File: config.mk
export PLATFORM = sky130hd
export DESIGN_NAME = hw_token_bank
export DESIGN_NICKNAME = d
export VERILOG_FILES = /design/src/rtl/hwtb_pkg.sv /design/src/rtl/hwtb_port_decode.sv /design/src/rtl/hwtb_token_cell.sv /design/src/rtl/hw_token_bank.sv
export SDC_FILE = /design/constraint.sdc
export NUM_CORES = 1
export LEC_CHECK = 0
export CORE_MARGIN = 2
export CORE_UTILIZATION = 25
export CTS_CLUSTER_SIZE = 30
export DETAILED_ROUTE_END_ITERATION = 6
export GPL_ROUTABILITY_DRIVEN = 0
export MAX_ROUTING_LAYER = met4
export SKIP_CTS_REPAIR_TIMING = 1
export SLEW_MARGIN = 10
export SYNTH_ARGS = -nofsm -noshare
export SYNTH_HDL_FRONTEND = slang
export SYNTH_SLANG_ARGS = --single-unit
File: constraint.sdc
create_clock -name clk -period 4.5 [get_ports clk]
set_input_delay 0.675 -clock clk [delete_from_list [all_inputs] [get_ports clk]]
set_output_delay 0.675 -clock clk [all_outputs]
set_load 0.005 [all_outputs]
File: src/rtl/hwtb_pkg.sv
package hwtb_pkg;

    typedef enum logic [1:0] {
        OWN_NONE  = 2'd0,
        OWN_LEFT  = 2'd1,
        OWN_RIGHT = 2'd2
    } own_e;

    typedef struct packed {
        own_e owner;
        logic pend;     // opposite side waits for this token
    } tok_t;

    localparam tok_t TOK_FREE = '{owner: OWN_NONE, pend: 1'b0};

endpackage

File: src/rtl/hwtb_port_decode.sv
module hwtb_port_decode #(
    parameter int NUM_TOKENS = 8,
    parameter int ADDR_W     = 14,
    parameter int DATA_W     = 18,
    localparam int IDX_W     = $clog2(NUM_TOKENS)
) (
    input  logic                  tok_sel,
    input  logic                  mem_en,
    input  logic                  wr,
    input  logic                  rd_en,
    input  logic [ADDR_W-1:0]     addr,
    input  logic [DATA_W-1:0]     wdata,
    output logic [NUM_TOKENS-1:0] req_vec,
    output logic [NUM_TOKENS-1:0] rel_vec,
    output logic                  rd_stb,
    output logic [IDX_W-1:0]      rd_idx
);

    logic             active;
    logic [IDX_W-1:0] idx;
    logic             unused_bits;

    assign unused_bits = ^{addr[ADDR_W-1:IDX_W], wdata[DATA_W-1:1]};

    always_comb begin
        active  = tok_sel & ~mem_en;
        idx     = addr[IDX_W-1:0];
        req_vec = '0;
        rel_vec = '0;
        if (active && wr) begin
            if (wdata[0]) begin
                rel_vec[idx] = 1'b1;
            end else begin
                req_vec[idx] = 1'b1;
            end
        end
        rd_stb = active & ~wr & rd_en;
        rd_idx = idx;
    end

endmodule

File: src/rtl/hwtb_token_cell.sv
module hwtb_token_cell
    import hwtb_pkg::*;
(
    input  tok_t cur,
    input  logic l_req,
    input  logic l_rel,
    input  logic r_req,
    input  logic r_rel,
    output tok_t nxt
);

    logic pend_d;

    always_comb begin
        nxt    = cur;
        pend_d = 1'b0;
        case (cur.owner)
            OWN_NONE: begin
                if (l_req) begin
                    nxt.owner = OWN_LEFT;
                    nxt.pend  = r_req;
                end else if (r_req) begin
                    nxt.owner = OWN_RIGHT;
                    nxt.pend  = 1'b0;
                end else begin
                    nxt = TOK_FREE;
                end
            end
            OWN_LEFT: begin
                pend_d = (cur.pend | r_req) & ~r_rel;
                if (l_rel) begin
                    nxt.owner = pend_d ? OWN_RIGHT : OWN_NONE;
                    nxt.pend  = 1'b0;
                end else begin
                    nxt.pend  = pend_d;
                end
            end
            OWN_RIGHT: begin
                pend_d = (cur.pend | l_req) & ~l_rel;
                if (r_rel) begin
                    nxt.owner = pend_d ? OWN_LEFT : OWN_NONE;
                    nxt.pend  = 1'b0;
                end else begin
                    nxt.pend  = pend_d;
                end
            end
            default: begin
                nxt = TOK_FREE;
            end
        endcase
    end

endmodule

File: src/rtl/hw_token_bank.sv
module hw_token_bank
    import hwtb_pkg::*;
#(
    parameter int NUM_TOKENS = 8,
    parameter int ADDR_W     = 14,
    parameter int DATA_W     = 18
) (
    input  logic              clk,
    input  logic              rst_n,
    input  logic              l_tok_sel,
    input  logic              l_mem_en,
    input  logic              l_wr,
    input  logic              l_rd_en,
    input  logic [ADDR_W-1:0] l_addr,
    input  logic [DATA_W-1:0] l_wdata,
    output logic [DATA_W-1:0] l_rdata,
    input  logic              r_tok_sel,
    input  logic              r_mem_en,
    input  logic              r_wr,
    input  logic              r_rd_en,
    input  logic [ADDR_W-1:0] r_addr,
    input  logic [DATA_W-1:0] r_wdata,
    output logic [DATA_W-1:0] r_rdata
);

    localparam int IDX_W = $clog2(NUM_TOKENS);

    typedef struct packed {
        tok_t [NUM_TOKENS-1:0] tok;
        logic [DATA_W-1:0]     l_rdata;
        logic [DATA_W-1:0]     r_rdata;
    } bank_st_t;

    bank_st_t st_d, st_q;

    logic [NUM_TOKENS-1:0] l_req_vec, l_rel_vec, r_req_vec, r_rel_vec;
    logic                  l_rd_stb, r_rd_stb;
    logic [IDX_W-1:0]      l_rd_idx, r_rd_idx;
    tok_t [NUM_TOKENS-1:0] tok_nxt;

    hwtb_port_decode #(
        .NUM_TOKENS(NUM_TOKENS), .ADDR_W(ADDR_W), .DATA_W(DATA_W)
    ) u_dec_l (
        .tok_sel(l_tok_sel), .mem_en(l_mem_en), .wr(l_wr), .rd_en(l_rd_en),
        .addr(l_addr), .wdata(l_wdata),
        .req_vec(l_req_vec), .rel_vec(l_rel_vec),
        .rd_stb(l_rd_stb), .rd_idx(l_rd_idx)
    );

    hwtb_port_decode #(
        .NUM_TOKENS(NUM_TOKENS), .ADDR_W(ADDR_W), .DATA_W(DATA_W)
    ) u_dec_r (
        .tok_sel(r_tok_sel), .mem_en(r_mem_en), .wr(r_wr), .rd_en(r_rd_en),
        .addr(r_addr), .wdata(r_wdata),
        .req_vec(r_req_vec), .rel_vec(r_rel_vec),
        .rd_stb(r_rd_stb), .rd_idx(r_rd_idx)
    );

    for (genvar g = 0; g < NUM_TOKENS; g++) begin : g_cell
        hwtb_token_cell u_cell (
            .cur  (st_q.tok[g]),
            .l_req(l_req_vec[g]),
            .l_rel(l_rel_vec[g]),
            .r_req(r_req_vec[g]),
            .r_rel(r_rel_vec[g]),
            .nxt  (tok_nxt[g])
        );
    end

    always_comb begin
        st_d     = st_q;
        st_d.tok = tok_nxt;
        // Reads sample the state held before this cycle's writes
        if (l_rd_stb) begin
            st_d.l_rdata = {DATA_W{st_q.tok[l_rd_idx].owner != OWN_LEFT}};
        end
        if (r_rd_stb) begin
            st_d.r_rdata = {DATA_W{st_q.tok[r_rd_idx].owner != OWN_RIGHT}};
        end
    end

    always_ff @(posedge clk or negedge rst_n) begin
        if (!rst_n) begin
            st_q.tok     <= {NUM_TOKENS{TOK_FREE}};
            st_q.l_rdata <= '1;
            st_q.r_rdata <= '1;
        end else begin
            st_q <= st_d;
        end
    end

    assign l_rdata = st_q.l_rdata;
    assign r_rdata = st_q.r_rdata;

endmodule

# Word-level counts from Yosys, hierarchy flattened

Cells that the tools add are included.

Memory bits (writable): 0
Memories: 0
Register bits after elaboration: 26
Input bits: 74
Word-level logic and storage cells: 222
Bits in latches: 0
Output and inout port bits: 36
Memory bits (read-only): 0

$add $sub $neg: 0
Order comparisons: 4
Div/mod/pow operators: 0
Multiply operators: 0
Multiplexer cells: 88
Reductions and logical operators: 20
Shifts and indexed selects: 0
Eq/ne operators: 34
Bitwise operators: 58

Operators with widths:

| kind                                                        | number |
|---|---|
| case mux 3 bit (3 select lines)                             | 8 |
| 2-to-1 mux 8 bit                                            | 8 |
| 2-to-1 mux 3 bit                                            | 18 |
| 2-to-1 mux 2 bit                                            | 24 |
| != test 2 bit (second input constant)                       | 17 |
| 2-to-1 mux 1 bit                                            | 26 |
| AND 1 bit                                                   | 22 |
| NOT 1 bit                                                   | 20 |
| binary-select mux 3 bit (select 3 bit)                      | 2 |
| == test 2 x 1 -> 1 bit (second input constant)              | 8 |
| == test 2 bit (second input constant)                       | 8 |
| logical NOT 2 bit                                           | 8 |
| bitwise OR 1 bit                                            | 16 |
| AND reduction 2 bit                                         | 8 |
| less-than comparator 3 x 4 -> 1 bit (second input constant) | 2 |
| demux 1 bit (select 3 bit)                                  | 2 |
| >= comparator 3 x 1 -> 1 bit (second input constant)        | 2 |
| logical AND 1 bit                                           | 4 |
| != test 2 x 1 -> 1 bit (second input constant)              | 1 |

# Longest topological paths before layout

Gate-level depths: netlist (run 1).

Depth in word-level cells: 11
Depth in mapped cells: 7

# Cells and area by module

Synthesis (run 1) repeated with hierarchy kept, for this count alone.

Cell total of the unflattened synthesis: 289
Area total of the unflattened synthesis: 2341.0 µm²

Modules (own cells, without submodules):

| module                      | cells each | area each (µm²) | times used |
|---|---|---|---|
| hw_token_bank               | 96         | 1146.1          | 1 |
| hwtb_token_cell             | 16         | 93.8            | 8 |
| hwtb_port_decode at u_dec_r | 32         | 227.7           | 1 |
| hwtb_port_decode at u_dec_l | 33         | 216.5           | 1 |

# Worst setup path before layout (run 1)

OpenSTA, ideal clock, no wires.

Kind: input to register
From: input port r_addr[0]
To: register st_q[38] in the netlist's numbering
Data arrival time: 1.880 ns
Stages: 5
Data required time: 4.436 ns
Path slack: 2.556 ns
Buffers on the path: 0
Cell sequence: or2_4 -> or3_1 -> or4_4 -> o21ai_2 -> a21o_1

Longest elaborated chain between the ends: 11
Elaborated cells on any way between the ends: 19

Ends and longest elaborated chain:

| item                                                                                                             | RTL line                                       | source |
|---|---|---|
| start, declared                                                                                                  | hw_token_bank.sv:21                            | `input logic [ADDR_W-1:0] r_addr,` |
| less-than comparator 3 x 4 -> 1 bit (implied by the code) / >= comparator 3 x 1 -> 1 bit (equally long branches) | hwtb_port_decode.sv:32, hwtb_port_decode.sv:34 |  |
| logical AND 1 bit (implied by the code)                                                                          | hwtb_port_decode.sv:32, hwtb_port_decode.sv:34 |  |
| 2-to-1 mux 1 bit (implied by the code)                                                                           | hwtb_port_decode.sv:32, hwtb_port_decode.sv:34 |  |
| demux 1 bit (select 3 bit) (*)                                                                                   | --                                             |  |
| 2-to-1 mux 8 bit                                                                                                 | hwtb_port_decode.sv:31                         | `if (wdata[0]) begin` |
| 2-to-1 mux 8 bit                                                                                                 | hwtb_port_decode.sv:30                         | `if (active && wr) begin` |
| bitwise OR 1 bit / NOT 1 bit (equally long branches)                                                             | hwtb_token_cell.sv:30                          | `pend_d = (cur.pend \| r_req) & ~r_rel;` |
| AND 1 bit                                                                                                        | hwtb_token_cell.sv:30                          |  |
| 2-to-1 mux 2 bit                                                                                                 | hwtb_token_cell.sv:32                          | `nxt.owner = pend_d ? OWN_RIGHT : OWN_NONE;` |
| 2-to-1 mux 2 bit                                                                                                 | hwtb_token_cell.sv:31                          | `if (l_rel) begin` |
| case mux 3 bit (3 select lines)                                                                                  | hwtb_token_cell.sv:17                          | `case (cur.owner)` |
| end signal, assigned                                                                                             | hw_token_bank.sv:88                            | `st_q <= st_d;` |
| end, declared                                                                                                    | hw_token_bank.sv:34                            | `bank_st_t st_d, st_q;` |

Every way passes the cells marked *; elsewhere a longest branch is shown, timed or not. The select of a mux whose other input is x is not followed.
A chain may end at the register's enable or synchronous reset.

# Worst setup path after layout (run 1)

From: input port l_mem_en
To: register st_q[52] in the netlist's numbering

Longest elaborated chain between the ends: 9
Elaborated cells on any way between the ends: 14

Ends and longest elaborated chain:

| item                                                 | RTL line               | source |
|---|---|---|
| start, declared                                      | hw_token_bank.sv:11    | `input logic l_mem_en,` |
| NOT 1 bit (*)                                        | hwtb_port_decode.sv:26 | `active = tok_sel & ~mem_en;` |
| AND 1 bit (*)                                        | hwtb_port_decode.sv:26 |  |
| logical AND 1 bit (*)                                | hwtb_port_decode.sv:30 |  |
| 2-to-1 mux 8 bit                                     | hwtb_port_decode.sv:30 |  |
| bitwise OR 1 bit / NOT 1 bit (equally long branches) | hwtb_token_cell.sv:39  | `pend_d = (cur.pend \| l_req) & ~l_rel;` |
| AND 1 bit                                            | hwtb_token_cell.sv:39  |  |
| 2-to-1 mux 1 bit                                     | hwtb_token_cell.sv:41  | `nxt.owner = pend_d ? OWN_LEFT : OWN_NONE;` |
| 2-to-1 mux 2 bit                                     | hwtb_token_cell.sv:40  | `if (r_rel) begin` |
| case mux 3 bit (3 select lines)                      | hwtb_token_cell.sv:17  |  |

Marked as above.

==> results of run 1 <==
flip-flops by register name, summed over array words and instances (netlist names):
signal	flops
r_rdata	1
st_q	24
l_rdata	1
worst register-to-register path: stages, from the launching register on:
cell	delay (ps)
dfrtp_1	500
mux2_1	340
a221oi_1	310
o22ai_1	170
a31oi_1	180
cell families (layout without fill, tap and decap cells):
logic type,count (synthesis),after routing,share of synthesized area (%)
compound gates,94,94,23.99
simple gates,145,145,30.53
buf+inv,62,66,14.50
mux,12,12,4.966
flops,26,26,25.66
xor+xnor,1,1,0.3442
cell type report:
type / instances / share of cell area, %
Clock buffer: 3 / 1.394
Multi-Input combinational cell: 252 / 51.39
Timing Repair Buffer: 56 / 18.67
Sequential cell: 26 / 22.04
Tap cell: 133 / 5.617
Inverter: 7 / 0.8868
worst paths after layout:
check / startpoint / to / cells after the start
max: l_mem_en / st_q[52]$_DFFE_PN0P_ / 6
min: st_q[44]$_DFFE_PN0P_ / st_q[43]$_DFFE_PN0P_ / 1
max reg2reg: st_q[46]$_DFFE_PN0P_ / l_rdata[0]$_DFFE_PN1P_ / 4
min reg2reg: st_q[44]$_DFFE_PN0P_ / st_q[43]$_DFFE_PN0P_ / 1
max in group asynchronous: rst_n / l_rdata[0]$_DFFE_PN1P_ / 2
min in group asynchronous: rst_n / st_q[46]$_DFFE_PN0P_ / 2
per-layer routing:
metal | vias to the layer above | track usage [%] | part of all wire (%)
met5 | - | - | 0
met4 | 0 | 4.190 | 1.0
met3 | 7 | 1.809 | 6.1
met2 | 98 | 20.04 | 47
met1 | 1180 | 16.83 | 45
li1 | 1232 | - | -
Yosys cell counts, drive strengths merged (2+ instances only):
library cell	count
a21oi	24
a221o	2
a22o	3
a22oi	3
a31oi	4
and4b	2
buf	45
clkbuf	10
dfrtp	24
dfstp	2
inv	7
mux2	5
mux2i	7
nand2	34
nand2b	11
nand3	14
nand3b	4
nand4b	5
nor2	29
nor2b	9
nor3	11
nor4	5
nor4bb	3
o21ai	27
o221a	3
o22ai	9
o41ai	5
or2	2
or3	5
or4	6
report_power, final:
part	switching [mW]	internal (mW)
registers	0.0945	0.277
logic	0.146	0.215
clock network	0.0788	0.0603
total	0.319	0.552
stage by stage:
step / hold slack (ps) / utilization [%] / setup slack, ps / power [mW]
3_3_place_gp: 564.0 / 29.75 / 1469 / 0.7286
5_1_grt: 638.6 / 30.17 / 1623 / 0.9318
2_1_floorplan: 379.4 / - / 2556 / 0.6145
3_5_place_dp: 578.5 / 29.75 / 1487 / 0.7373
6_report: 603.9 / 30.17 / 1793 / 0.8717
4_1_cts: 592.5 / 30.17 / 1788 / 0.8798
==> impl_metrics.ini, run 1 <==
[setup_path]
cp_cell_sequence = clkdlybuf4s50_1 -> nand4bb_1 -> nor3_1 -> a21oi_1 -> or4_1 -> o21ai_0
critPathCaptureType = flop
crit_buf_inv = 1
start_kind = input pin
path_max_fanout = 12
crit_family = simple AND/OR/NAND/NOR gates
critical_path_class = in2reg
cp.arrival_ps = 2900
cp_slowest_cell = nor3_1
slowest_delay_ps = 630
crit_required_ps = 4700
ff2ff_setup_slack_ps = 2930

[clock_network]
cts_tree = built
root_buffer = clkbuf_8
clk_pin_slew_worst_paths_ps = 100
cts_sinks = 26
cts_max_level = 1
cts_buffer_depth = 2
numCtsBuffers = 3
insertion_delay_ps = 280

[sta]
slew_headroom_pct = 53.35
tightest_slew_ps = 697.6
fmax_mhz = 369.4
period_needed_ps = 2707
finalHoldViolCount = 0
fin_crit_sh_pct = 60.16
skew_ps = 7.057
setup_viol_count_final = 0
final.setup.tns_ps = 0
slew_violations = 0
rsz0062_at_grt = no

[final_layout]
fin_cells = 477
final_cell_mix = 53 x clkdlybuf4s50_1, 34 x nand2_1, 29 x nor2_1, 24 x a21oi_1, 24 x dfrtp_1
design_area_mm2 = 0.002963
area_growth_pct = 16.42
fillerInstances = 1070
antenna_cells = 0
mostFrequentLayoutCell = clkdlybuf4s50_1
multi_input_area_mm2 = 0.001523
drive_above_1_share_pct = 4.942
fin_nets = 420
seq_area_um2 = 653.1

[yosys]
ys_seq_area_share_pct = 25.66
synth-async-reset-ratio_pct = 100.0
ys_ff_latch = 26
yosys_warnings = 0
synth_edf_count = 0
synth_top_area_share_pct = 23.60
synth-main-ff-cell = dfrtp_1
ys_types = 59
syn_area_per_cell_um2 = 7.485
syn_area_mm2 = 0.002545
yosys.area.top_type = dfrtp_1
syn_nets = 414
postSynthCellCount = 340
yosys-top-cells-area = dfrtp_1 24%, buf_4 10%, nand2_1 5.0%, a21oi_1 4.7%, nor2_1 4.3%

[route]
drtPass1Iterations = 7
ant_nets = 0
wl_per_cell_um = 14.64
drc = 0
drt_iter0_drc = 221
viasPerCell = 5.277
vias = 2517
wl_um = 6983

[die]
rows = 36
dieArea_mm2 = 0.01100
die_x_um = 104.9
die_h_um = 104.9
ios = 110
start_util_pct = 25.92
core_area_mm2 = 0.009819

[placement]
dp_hpwl_um = 5162
portBuffers = 53
placed_cells = 474
placed_area_mm2 = 0.002922

[global_routing]
overflow = 0
grt_max_degree = 27
grt_pass1_wl_um = 11250
grt_pass1_vias = 2271
grt_use_total_pct = 12.73
antenna_found_initial = 0

[run]
cap_violations = 0

[worst_hold_path]
hp-class = reg2reg

[power]
cellPowerDensity_mw_per_mm2 = 294.2
vdd_drop_max_v = 0.00009930
p_leak_nw = 1.069

[outcome]
status = complete, no violations
No activity file was read; power rests on OpenSTA's default activity.
==> inputs of run 2 (changes only) <==
==> constraint.sdc (replaced) <==
create_clock -name clk -period 2.8 [get_ports clk]
set_input_delay 0.42 -clock clk [delete_from_list [all_inputs] [get_ports clk]]
set_output_delay 0.42 -clock clk [all_outputs]
set_load 0.005 [all_outputs]
==> impl_metrics.ini, run 2 (synthesized netlist as in run 1, its figures left out) <==
[outcome]
status = complete, no violations

[setup_path]
start_kind = input pin
critPathCaptureType = flop
critical_path_class = in2reg
path_max_fanout = 7
crit_required_ps = 3030
cp.arrival_ps = 2320
reg2regPathDepth = 4
ff2ff_setup_slack_ps = 1180

[placement]
pre_cts_slack_ps = 403.7
dp_hpwl_um = 5347
portBuffers = 53
placed_area_mm2 = 0.003004

[final_layout]
fillerInstances = 1075
seq_area_um2 = 653.1
largest_reg_flops = 24
multi_input_area_mm2 = 0.001523
final_cell_mix = 53 x clkdlybuf4s50_1, 34 x nand2_1, 29 x nor2_1, 24 x a21oi_1, 24 x dfrtp_1
antenna_cells = 0
drive_above_1_share_pct = 8.146
top_register = st_q
largestRegisters = st_q: 24 flops, l_rdata: 1 flops, r_rdata: 1 flops
area_growth_pct = 20.21
fin_nets = 431
mostFrequentLayoutCell = clkdlybuf4s50_1
design_area_mm2 = 0.003059

[worst_hold_path]
hp-class = in2async

[power]
p_leak_nw = 1.131
power_mw = 1.459
vdd_drop_max_v = 0.0002173
cellPowerDensity_mw_per_mm2 = 476.9

[sta]
final.setup.tns_ps = 0
fmax_mhz = 477.9
slew_violations = 0
tightest_slew_ps = 545.3
finalHoldViolCount = 0
holdWs_ps = 498.5
period_needed_ps = 2092
fin_ws_ps = 707.7
slew_headroom_pct = 63.15
setup_viol_count_final = 0
fin_crit_sh_pct = 74.73
skew_ps = 6.600
rsz0062_at_grt = no

[die]
start_util_pct = 25.92
rows = 36
die_x_um = 104.9
dieArea_mm2 = 0.01100
ios = 110
die_h_um = 104.9
core_area_mm2 = 0.009819

[global_routing]
grt_pass1_vias = 2289
grt_use_total_pct = 13.07
grt_pass1_wl_um = 11530
grt_max_degree = 27
overflow = 0
antenna_found_initial = 0

[route]
wl_um = 6994
drt_iter0_drc = 221
wl_per_cell_um = 14.30
viasPerCell = 5.166
drc = 0
drtPass1Iterations = 4
vias = 2526
ant_nets = 0

[clock_network]
cts_tree = built
cts_buffer_depth = 2
cts_max_level = 1
insertion_delay_ps = 280
root_buffer = clkbuf_8
numCtsBuffers = 3
clk_pin_slew_worst_paths_ps = 110
cts_sinks = 26

[run]
cap_violations = 0
## run 2: cell count changes in the layout (fill, tap and decap cells not counted)
cell | previous run | this run
buf_4 | 3 | 14
clkbuf_8 | 3 | 4
## run 2: worst paths after layout
| path | start | endpoint |
|---|---|---|
| max | r_addr[0] | st_q[38]$_DFFE_PN0P_ |
| min | rst_n | st_q[58]$_DFFE_PN0P_ |
| max reg2reg | st_q[47]$_DFFE_PN0P_ | st_q[47]$_DFFE_PN0P_ |
| min reg2reg | st_q[44]$_DFFE_PN0P_ | st_q[43]$_DFFE_PN0P_ |
| max in group asynchronous | rst_n | r_rdata[0]$_DFFE_PN1P_ |
| min in group clk | st_q[44]$_DFFE_PN0P_ | st_q[43]$_DFFE_PN0P_ |
## run 2: cell type report
type | instances | share of cell area (%)
sequential | 26 | 21.35
inverter | 7 | 0.8589
clock buffer | 4 | 1.800
multi-input combinational | 252 | 49.78
timing repair buffer | 67 | 20.78
tap | 133 | 5.440
## run 2: critical path, cell delays in order
cell and delay [ps]:
clkdlybuf4s50_1 550, or2_4 340, or3_1 330, or4_4 430, o21ai_2 120, a21o_1 120
## run 2: through the flow
| step | instances | utilization (%) |
|---|---|---|
| global route | 489 | 31.15 |
| CTS | 489 | 31.15 |
| global placement | 485 | 30.59 |
| finish | 489 | 31.15 |
| floorplan | 340 | - |
| detailed placement | 485 | 30.59 |
## run 2: power by group
part | total [mW] | switching (mW) | internal [mW]
clock | 0.265 | 0.139 | 0.126
sequential | 0.606 | 0.161 | 0.445
combinational | 0.588 | 0.236 | 0.352
total | 1.46 | 0.536 | 0.923
## run 2: routing by layer
layer  up-vias  share of wire, %  global-route usage (%)
met2        85                46                   20.87
li1       1251                 -                       -
met4         0              0.92                   3.524
met3         6               6.5                   2.121
met1      1184                46                   17.17
met5         -                 0                       -
